$ cat src/rtl/lsu_pkg.sv
package lsu_pkg;
    localparam int WORD_W     = 32;
    localparam int LANES      = WORD_W / 8;
    localparam int LANE_IDX_W = $clog2(LANES);

    typedef enum logic [2:0] {
        MODE_STK = 3'd0,
        MODE_DAT = 3'd1,
        MODE_CON = 3'd2,
        MODE_REG = 3'd3,
        MODE_IDX = 3'd4
    } base_mode_e;

    typedef enum logic [1:0] {
        SZ_BYTE = 2'd0,
        SZ_HALF = 2'd1,
        SZ_WORD = 2'd2,
        SZ_RSVD = 2'd3
    } size_e;

    typedef enum logic [1:0] {
        EXC_NONE     = 2'd0,
        EXC_RO_WRITE = 2'd1,
        EXC_ALIGN    = 2'd2,
        EXC_FORM     = 2'd3
    } exc_e;

    typedef enum logic [1:0] {
        ST_IDLE,
        ST_ACCESS,
        ST_REPLY,
        ST_FAULT
    } lsu_state_e;
endpackage

$ cat src/rtl/lsu_addr_gen.sv
module lsu_addr_gen
    import lsu_pkg::*;
#(
    parameter int ADDR_W  = 32,
    parameter int IMM_W   = 16,
    parameter int PTR_LIM = 63,
    parameter int REG_LIM = 11,
    parameter int EXT_LIM = 16383
) (
    input  logic [2:0]        mode,
    input  logic              ext,
    input  logic              write,
    input  logic [1:0]        size,
    input  logic [IMM_W-1:0]  imm,
    input  logic [ADDR_W-1:0] sp_val,
    input  logic [ADDR_W-1:0] dp_val,
    input  logic [ADDR_W-1:0] cp_val,
    input  logic [ADDR_W-1:0] base_val,
    input  logic [ADDR_W-1:0] index_val,
    output logic [ADDR_W-1:0] addr,
    output exc_e              exc
);
    localparam logic [IMM_W-1:0] PTR_LIM_V = IMM_W'(PTR_LIM);
    localparam logic [IMM_W-1:0] REG_LIM_V = IMM_W'(REG_LIM);
    localparam logic [IMM_W-1:0] EXT_LIM_V = IMM_W'(EXT_LIM);

    logic [ADDR_W-1:0] base_sel;
    logic [ADDR_W-1:0] offset;
    logic [IMM_W-1:0]  lim;
    logic              form_bad;
    logic              ro_bad;
    logic              align_bad;

    always_comb begin
        case (mode)
            MODE_STK: base_sel = sp_val;
            MODE_DAT: base_sel = dp_val;
            MODE_CON: base_sel = cp_val;
            default:  base_sel = base_val;
        endcase
        if (mode == MODE_IDX) offset = index_val << size;
        else                  offset = ADDR_W'({imm, 2'b00});
        addr = base_sel + offset;
    end

    always_comb begin
        lim = ext ? EXT_LIM_V : ((mode == MODE_REG) ? REG_LIM_V : PTR_LIM_V);
        if (mode > MODE_IDX)       form_bad = 1'b1;
        else if (mode == MODE_IDX) form_bad = ext || (size == SZ_RSVD);
        else                       form_bad = (size != SZ_WORD) || (imm > lim);
        ro_bad    = (mode == MODE_CON) && write;
        align_bad = ((size == SZ_WORD) && (addr[1:0] != 2'b00)) ||
                    ((size == SZ_HALF) && addr[0]);
        if (form_bad)       exc = EXC_FORM;
        else if (ro_bad)    exc = EXC_RO_WRITE;
        else if (align_bad) exc = EXC_ALIGN;
        else                exc = EXC_NONE;
    end

    always_comb begin
        if (ro_bad && !form_bad) assert_ro_wins_R8: assert (exc == EXC_RO_WRITE);
    end
endmodule

$ cat src/rtl/lsu_lane.sv
module lsu_lane
    import lsu_pkg::*;
(
    input  size_e                 size,
    input  logic                  sext,
    input  logic [LANE_IDX_W-1:0] lane_sel,
    input  logic [WORD_W-1:0]     wdata_in,
    output logic [LANES-1:0]      be,
    output logic [WORD_W-1:0]     wdata_out,
    input  logic [WORD_W-1:0]     rdata,
    output logic [WORD_W-1:0]     load_data
);
    for (genvar g = 0; g < LANES; g++) begin : g_lane
        assign wdata_out[g*8 +: 8] =
            (size == SZ_BYTE) ? wdata_in[7:0] :
            (size == SZ_HALF) ? wdata_in[(g % 2)*8 +: 8] :
                                wdata_in[g*8 +: 8];
        assign be[g] =
            (size == SZ_BYTE) ? (lane_sel == LANE_IDX_W'(g)) :
            (size == SZ_HALF) ? (lane_sel[LANE_IDX_W-1] == 1'(g / 2)) :
                                1'b1;
    end

    logic [WORD_W-1:0] shifted;

    always_comb begin
        shifted = rdata >> {lane_sel, 3'b000};
        case (size)
            SZ_BYTE: load_data = {{(WORD_W-8){sext & shifted[7]}}, shifted[7:0]};
            SZ_HALF: load_data = {{(WORD_W-16){sext & shifted[15]}}, shifted[15:0]};
            default: load_data = shifted;
        endcase
    end
endmodule

$ cat src/rtl/lsu_fsm.sv
module lsu_fsm
    import lsu_pkg::*;
(
    input  logic clk,
    input  logic rst_n,
    input  logic req_valid,
    input  logic fault,
    input  logic write_q,
    output logic accept,
    output logic req_ready,
    output logic mem_en,
    output logic mem_we,
    output logic rsp_valid,
    output logic exc_valid
);
    lsu_state_e state, state_nx;

    always_comb begin
        state_nx = state;
        unique case (state)
            ST_IDLE:   if (req_valid) state_nx = fault ? ST_FAULT : ST_ACCESS;
            ST_ACCESS: state_nx = write_q ? ST_IDLE : ST_REPLY;
            ST_REPLY:  state_nx = ST_IDLE;
            ST_FAULT:  state_nx = ST_IDLE;
        endcase
    end

    always_ff @(posedge clk or negedge rst_n) begin
        if (!rst_n) state <= ST_IDLE;
        else        state <= state_nx;
    end

    always_comb begin
        req_ready = 1'b0;
        mem_en    = 1'b0;
        mem_we    = 1'b0;
        rsp_valid = 1'b0;
        exc_valid = 1'b0;
        unique case (state)
            ST_IDLE:   req_ready = 1'b1;
            ST_ACCESS: begin
                mem_en = 1'b1;
                mem_we = write_q;
            end
            ST_REPLY:  rsp_valid = 1'b1;
            ST_FAULT:  exc_valid = 1'b1;
        endcase
        accept = req_valid && req_ready;
    end

    assert_load_reply_R9: assert property (@(posedge clk) disable iff (!rst_n)
        (mem_en && !mem_we) |=> rsp_valid);
    assert_fault_no_mem_R6: assert property (@(posedge clk) disable iff (!rst_n)
        exc_valid |-> !mem_en);
    assert_fault_pulse_R9: assert property (@(posedge clk) disable iff (!rst_n)
        exc_valid |=> (!exc_valid && req_ready));
    assert_busy_no_accept_R9: assert property (@(posedge clk) disable iff (!rst_n)
        (mem_en || rsp_valid) |-> !req_ready);
endmodule

$ cat src/rtl/lsu_base_rel.sv
module lsu_base_rel
    import lsu_pkg::*;
#(
    parameter int ADDR_W  = 32,
    parameter int IMM_W   = 16,
    parameter int PTR_LIM = 63,
    parameter int REG_LIM = 11,
    parameter int EXT_LIM = 16383
) (
    input  logic              clk,
    input  logic              rst_n,
    input  logic              req_valid,
    output logic              req_ready,
    input  logic [2:0]        req_mode,
    input  logic              req_ext,
    input  logic              req_write,
    input  logic [1:0]        req_size,
    input  logic              req_sext,
    input  logic [IMM_W-1:0]  req_imm,
    input  logic [WORD_W-1:0] req_wdata,
    input  logic [ADDR_W-1:0] sp_val,
    input  logic [ADDR_W-1:0] dp_val,
    input  logic [ADDR_W-1:0] cp_val,
    input  logic [ADDR_W-1:0] base_val,
    input  logic [ADDR_W-1:0] index_val,
    output logic              mem_en,
    output logic              mem_we,
    output logic [ADDR_W-1:0] mem_addr,
    output logic [LANES-1:0]  mem_be,
    output logic [WORD_W-1:0] mem_wdata,
    input  logic [WORD_W-1:0] mem_rdata,
    output logic              rsp_valid,
    output logic [WORD_W-1:0] rsp_data,
    output logic              exc_valid,
    output logic [1:0]        exc_code
);
    logic [ADDR_W-1:0] addr_now, addr_q;
    exc_e              exc_now, exc_q;
    size_e             size_q;
    logic              sext_q, write_q;
    logic [WORD_W-1:0] wdata_q;
    logic              accept;
    logic [LANES-1:0]  lane_be;
    logic [WORD_W-1:0] load_data;

    lsu_addr_gen #(
        .ADDR_W (ADDR_W),
        .IMM_W  (IMM_W),
        .PTR_LIM(PTR_LIM),
        .REG_LIM(REG_LIM),
        .EXT_LIM(EXT_LIM)
    ) u_agen (
        .mode     (req_mode),
        .ext      (req_ext),
        .write    (req_write),
        .size     (req_size),
        .imm      (req_imm),
        .sp_val   (sp_val),
        .dp_val   (dp_val),
        .cp_val   (cp_val),
        .base_val (base_val),
        .index_val(index_val),
        .addr     (addr_now),
        .exc      (exc_now)
    );

    lsu_fsm u_fsm (
        .clk      (clk),
        .rst_n    (rst_n),
        .req_valid(req_valid),
        .fault    (exc_now != EXC_NONE),
        .write_q  (write_q),
        .accept   (accept),
        .req_ready(req_ready),
        .mem_en   (mem_en),
        .mem_we   (mem_we),
        .rsp_valid(rsp_valid),
        .exc_valid(exc_valid)
    );

    always_ff @(posedge clk or negedge rst_n) begin
        if (!rst_n) begin
            addr_q  <= '0;
            exc_q   <= EXC_NONE;
            size_q  <= SZ_WORD;
            sext_q  <= 1'b0;
            write_q <= 1'b0;
            wdata_q <= '0;
        end else if (accept) begin
            addr_q  <= addr_now;
            exc_q   <= exc_now;
            size_q  <= size_e'(req_size);
            sext_q  <= req_sext;
            write_q <= req_write;
            wdata_q <= req_wdata;
        end
    end

    lsu_lane u_lane (
        .size     (size_q),
        .sext     (sext_q),
        .lane_sel (addr_q[LANE_IDX_W-1:0]),
        .wdata_in (wdata_q),
        .be       (lane_be),
        .wdata_out(mem_wdata),
        .rdata    (mem_rdata),
        .load_data(load_data)
    );

    assign mem_addr = addr_q;
    assign mem_be   = mem_en ? lane_be : '0;
    assign rsp_data = rsp_valid ? load_data : '0;
    assign exc_code = exc_valid ? exc_q : EXC_NONE;

    assert_con_write_refused_R7: assert property (@(posedge clk) disable iff (!rst_n)
        (accept && req_mode == 3'd2 && req_write && req_size == 2'd2 && !req_ext &&
         req_imm <= IMM_W'(PTR_LIM)) |=> (exc_valid && exc_code == 2'd1 && !mem_en));
    assert_word_aligned_R8: assert property (@(posedge clk) disable iff (!rst_n)
        (mem_en && size_q == SZ_WORD) |-> (mem_addr[1:0] == 2'b00));
    assert_byte_one_lane_R10: assert property (@(posedge clk) disable iff (!rst_n)
        (mem_en && mem_we && size_q == SZ_BYTE) |-> ($countones(mem_be) == 1));
    assert_idle_quiet_R1: assert property (@(posedge clk) disable iff (!rst_n)
        req_ready |-> (!mem_en && !rsp_valid && !exc_valid));
endmodule

$ cat config.mk
export PLATFORM = sky130hd
export DESIGN_NAME = lsu_base_rel
export DESIGN_NICKNAME = d
export VERILOG_FILES = /design/src/rtl/lsu_pkg.sv /design/src/rtl/lsu_addr_gen.sv /design/src/rtl/lsu_lane.sv /design/src/rtl/lsu_fsm.sv /design/src/rtl/lsu_base_rel.sv
export SDC_FILE = /design/constraint.sdc
export NUM_CORES = 1
export LEC_CHECK = 0
export ABC_AREA = 1
export CAP_MARGIN = 20
export CORE_MARGIN = 1.5
export CORE_UTILIZATION = 30
export DETAILED_ROUTE_END_ITERATION = 16
export DONT_BUFFER_PORTS = 1
export PLACE_DENSITY_LB_ADDON = 0.15
export SETUP_SLACK_MARGIN = 0.05
export SYNTH_ARGS = -nofsm -noshare
export SYNTH_HDL_FRONTEND = slang
export SYNTH_SLANG_ARGS = --single-unit
$ cat constraint.sdc
create_clock -name clk -period 2 [get_ports clk]
set_clock_uncertainty 0.1 [all_clocks]
set_input_delay 0.2 -clock clk [delete_from_list [all_inputs] [get_ports clk]]
set_output_delay 0.2 -clock clk [all_outputs]
set_load 0.1 [all_outputs]
# Word-level counts from Yosys, hierarchy flattened
# Index checks and enable logic that the tools add are counted.
# op_classes
eq_ne	16
reduce_logical	14
shifts	2
addsub	1
bitwise_logic	3
order_cmp	2
n_mux	33
# op_table
operator	n
case mux 32 bit (3 select lines)	1
two-way mux 32 bit	2
case mux 32 bit (2 select lines)	1
two-way mux 8 bit	5
adder 32 bit	1
<< shifter 32 x 2 -> 32 bit	1
>> shifter 32 x 5 -> 32 bit	1
> comparator 16 bit	1
two-way mux 16 bit	1
two-way mux 2 bit	7
two-way mux 1 bit	13
equality test 2 bit, second input constant	6
equality test 2 x 1 -> 1 bit, second input constant	4
equality test 3 x 2 -> 1 bit, second input constant	2
zero test 2 bit	3
two-way mux 6 bit	1
case mux 2 bit (3 select lines)	1
logical AND 1 bit	4
two-way mux 4 bit	1
!= test 2 bit, second input constant	2
nonzero test 2 bit	2
equality test 3 x 1 -> 1 bit, second input constant	1
equality test 3 bit, second input constant	1
> comparator 3 bit, second input constant	1
5 further kinds	8
# word_totals
register_bits	72
input_bits	251
wordCells	78

# Longest topological paths before layout
# depth
depth_word	13
mapped_depth	21

# Hierarchy
# From an unflattened synthesis, not the netlist that was laid out.
# hier_totals
cells_unflattened	1374
area_unflattened_um2	8082.8
# modules_own_cells
mod	cells_each	n_inst	area_each_um2
lsu_addr_gen	737	1	3880.0
lsu_base_rel	376	1	2977.9
lsu_lane	243	1	1099.8
lsu_fsm	18	1	125.1

# Least setup slack after synthesis
# Ideal clock, no wire load.
# synth_timing
path_type	register -> output
startpoint	register u_fsm.state[1]
endpoint	output port rsp_data[10]
stages_incl_launch_ff	6
t_arrival_ns	3.866
setup_slack_ns	-2.166
cell_sequence	dfrtp_1 > inv_1 > nor2_1 > inv_1 > clkbuf_1 > a21oi_1
# synth_between
elab_chain_cells	3
# synth_rtl
item	line	source
start, declared	lsu_fsm.sv:16	lsu_state_e state, state_nx;
start signal, assigned	lsu_fsm.sv:30	else state <= state_nx;
equality test 2 bit	lsu_fsm.sv:39	unique case (state)
two-way mux 1 bit	lsu_fsm.sv:39	
via rsp_valid	lsu_base_rel.sv:32	output logic rsp_valid,
two-way mux 32 bit	lsu_base_rel.sv:112	assign rsp_data = rsp_valid ? load_data : '0;
end, declared	lsu_base_rel.sv:33	output logic [WORD_W-1:0] rsp_data,
# The timed path passes the listed nets, and every way through them passes these cells.

# Worst setup path in the final report
# layout_timing
startpoint	input port req_mode[1]
endpoint	register addr_q[18] (netlist: mem_addr[18])
# layout_between
elab_chain_cells	3
elab_cells_between_ends	7
cone_classes	add/sub (1); eq/ne (3); mux (2); reduce/logical (1)
# layout_rtl
item	line	source
start, declared	lsu_base_rel.sv:14	input logic [2:0] req_mode,
equality test 3 x 2 -> 1 bit (tied with other cells)	lsu_addr_gen.sv:35	case (mode)
case mux 32 bit (3 select lines) or two-way mux 32 bit (tied branches)	lsu_addr_gen.sv:35, lsu_addr_gen.sv:41	
adder 32 bit (*)	lsu_addr_gen.sv:43	addr = base_sel + offset;
end signal, assigned	lsu_base_rel.sv:90	addr_q <= addr_now;
end, declared	lsu_base_rel.sv:37	logic [ADDR_W-1:0] addr_now, addr_q;
# Every way passes the cells marked *; elsewhere a longest branch is shown, timed or not.
# A chain may end at the register's enable or synchronous reset.

==> results.md <==
- Status: finished, violations left
- Failing checks: negative hold slack, negative setup slack
- CTS tree: yes
- Static Leakage: 0.00637 uW
- Critical Path, Cell by Cell: nor2_4 > inv_2 > nor2_4 > buf_12 > inv_8 > nor4_4 > ha_4 > fa_2 > nand2_2 > nand2_2 > o21ai_4 > o21ai_2 > nand2_1 > nand2_2 > a21boi_4 > buf_4 > o21ai_4 > xnor2_2 > o21ai_1
- Mapped cell area: 7690 sq um
- Tightest Pin Transition: 0.379 ns
- Relative slew slack: 74.7%
- Largest net degree at the start of global routing: 73
- Clk slew on worst S/H paths: 0.07 ns
- Worst-path fanout max: 11
- Top_reg_cell synth: dfrtp_1
- Starting Density: 30.5%
- CP max-delay cell: nor4_4
- Worst setup margin: -0.436 ns
- Max_cap viols: 0
- Final Critical Period: 2.44 ns
- Area Overhead vs Synth: 89.2%
- Final setup fails: 61
- Gr usage total: 25.4%
- Share of cells above drive strength 1: 45.1%
- Startpoint type of the worst setup path: primary input
- Row cnt: 58
- Std-Cell Core Area: 25200 sq um
- Post-Synth Adder-Cell Area: 6.77%
- Top Ports: 358
- Syn Area/Cell: 6.11 sq um
- Final net count: 1865
- First-pass DRT Iterations: 5
- Switch Pwr: 15500 uW
- GPL Wtd Cong: 0.939
- Hold crit path type: primary input to async pin
- Detailed-route via count: 9915
- Die Width: 163 um
- DRC: 0
- Xor/xnor share of the synthesized area: 2.16%
- FMAX: 411 MHz
- Worst vdd ir: 2.58 mV
- Vias in the first global route: 9709
- Iteration-0 DRC Markers: 547
- Commonest non-fill, non-tap cells in the layout: nand2_1 (377), buf_4 (216), a21oi_1 (85)
- Cts hold-fix bufs: 36
- Detailed placer's ending HPWL: 27300 um
- Post-synthesis mux area share: 1.17%
- Combinational power share: 81.9%
- Simple-Gate Fraction of Synth Area: 33.5%
- # clock sinks: 72
- DR vias/cell: 5.19
- Antenna violations before repair: 3
- Synth Net Count: 1550
- CP max stage delay: 0.30 ns
- CTS Buffer Depth: 2
- Crit end category: flip-flop
- H-tree depth: 3
- Fin. Hold Viols: 72
- Post-detailed-routing wire length: 35400 um
- Final worst-path cycle share: 122%
- Setup Crit Path Kind: primary input to flip-flop
- WL per Instance: 18.5 um
- First-pass GRT wire length: 52600 um
- Root buf cell: clkbuf_16
- Die Area: 26600 sq um
- Total gr overflow: 0
- Final Non-Filler Cells: 1912
- Post-synth EDFFs: 0
- Net Sw Frac: 60.0%
- Dpl cell area: 11600 sq um
- Largest family of logic cells by synthesized area: simple AND/OR/NAND/NOR gates
- Commonest non-fill, non-tap cell in the layout: nand2_1
- Die Ht: 163 um
- Sequential element share of the synthesized area: 23.4%
- Synthesized flop and latch total: 72
- Unrepaired setup endpoints after global routing: true
- Sequential Power Share: 11.1%
- CP arrival: 2.56 ns
- Final antenna-violating net count: 0
- Post-synthesis compound-gate area fraction: 24.2%
- Post-placement cell count: 1799
- Post-route design area: 14500 sq um
- P per Cell Area: 1780 nW/um^2
- Post-synth cell types: 52
- Warning count from the yosys run: 0
- Async set-reset flop share out of synthesis: 100%
- Num CTS Buffers: 9
- Hold slack: -0.551 ns
- Critical Path RT: 2.12 ns
- Port Buf Inserts: 0
- Max Slew Vio Count: 0
- Cell count after synthesis: 1258
- P_int: 10300 uW
- Crit-path most repeated cell: nand2_2
- Worst-skew pair later-pin latency: 0.33 ns
- Clk network pwr share: 7.0%
cell usage after synthesis, drive strengths merged (13+ instances only):
cell type	count	area share, %
nand2	474	23
a21oi	137	9.3
o21ai	87	5.9
nor2	84	4.3
inv	81	4.0
dfrtp	71	23
a31oi	54	4.4
nand3	53	3.8
clkbuf	43	2.1
ha	40	6.5
buf	31	2.5
o211ai	14	1.4
xnor2	13	1.5
cell families (layout without fill, tap and decap cells):
| logic type | count (synthesis) | in the layout |
|---|---|---|
| muxes | 9 | 9 |
| other | 0 | 4 |
| AOI/OAI and AO/OA | 322 | 322 |
| DFF | 72 | 72 |
| xor gates and xnor gates | 19 | 19 |
| and+or+nand+nor | 636 | 637 |
| buffers and inverters | 159 | 478 |
| adders and majority gates | 41 | 41 |
power by group through the flow:
stage	clock network, uW	logic, uW	registers [uW]
after floorplan	0	10800	4940
after global placement	0	18700	2720
after detailed placement	0	18700	2730
after CTS	1850	20000	2780
after global routing	1900	22100	2960
final	1810	21200	2870
critical path, delay by kind of cell:
kind	cells	cell delay, ns
adders and majority gates	2	0.41
xor gates and xnor gates	1	0.16
AOI/OAI and AO/OA	5	0.51
buffers and inverters	4	0.41
and+or+nand+nor	7	0.84
metal layers:
layer / up-vias / share of wire, % / GRT usage (%)
li1: 4853 / - / -
met3: 54 / 6.8 / 5.08
met2: 390 / 50 / 46.5
met1: 4618 / 40 / 29.6
met5: - / 0 / 0
met4: 0 / 3.0 / 7.42
flip-flops by register name, summed over array words and instances (netlist names):
name         cells
sext_q           1
exc_q            2
write_q          1
size_q           2
mem_addr        32
u_fsm.state      2
wdata_q         32
repair_timing:
item / CTS / global route
gates resized for setup: 185 / 191
gates cloned: 4 / 3
endpoints found under the setup margin: 78 / 85
endpoints found under the hold margin: 108 / 72
pin swaps: 52 / 104
setup buffers: 32 / 23
metrics by stage:
| stage | setup WS, ns | TNS [ns] | power (uW) | util, % |
|---|---|---|---|---|
| 2_1_floorplan | -0.757 | -24.97 | 15800 | - |
| 3_3_place_gp | -0.802 | -18.60 | 21400 | 46.2 |
| 3_5_place_dp | -0.830 | -20.02 | 21500 | 46.2 |
| 4_1_cts | -0.409 | -14.87 | 24600 | 53.6 |
| 5_1_grt | -0.559 | -23.09 | 27000 | 57.8 |
| 6_report | -0.436 | -16.18 | 25900 | 57.8 |
path summary, 6_finish.rpt:
| path | start | end | slack [ns] | cells past startpoint |
|---|---|---|---|---|
| worst max-delay path | req_mode[1] | mem_addr[18] | -0.44 | 19 |
| worst min-delay path | rst_n | wdata_q[20] | -0.55 | 0 |
| worst max register to register | u_fsm.state[1] | wdata_q[30] | 0.33 | 8 |
| worst min register to register | wdata_q[17] | wdata_q[17] | 0.37 | 2 |
| max in group asynchronous | rst_n | size_q[1] | 2.11 | 0 |
| min in group clk | req_write | exc_q[0] | 0.07 | 4 |
layout make-up:
| cell class | instances | area, sq um |
|---|---|---|
| diodes | 4 | 10.0 |
| repair buffers | 376 | 4180 |
| well taps | 330 | 413 |
| clock inverters | 7 | 103 |
| repair inverters | 1 | 11.3 |
| multi-input cells | 1028 | 7420 |
| inverters | 85 | 370 |
| flip-flops and latches | 72 | 1810 |
| clock buffers | 9 | 225 |
| fillers | 2232 | 10600 |
Power figures use the tool's default switching activity.
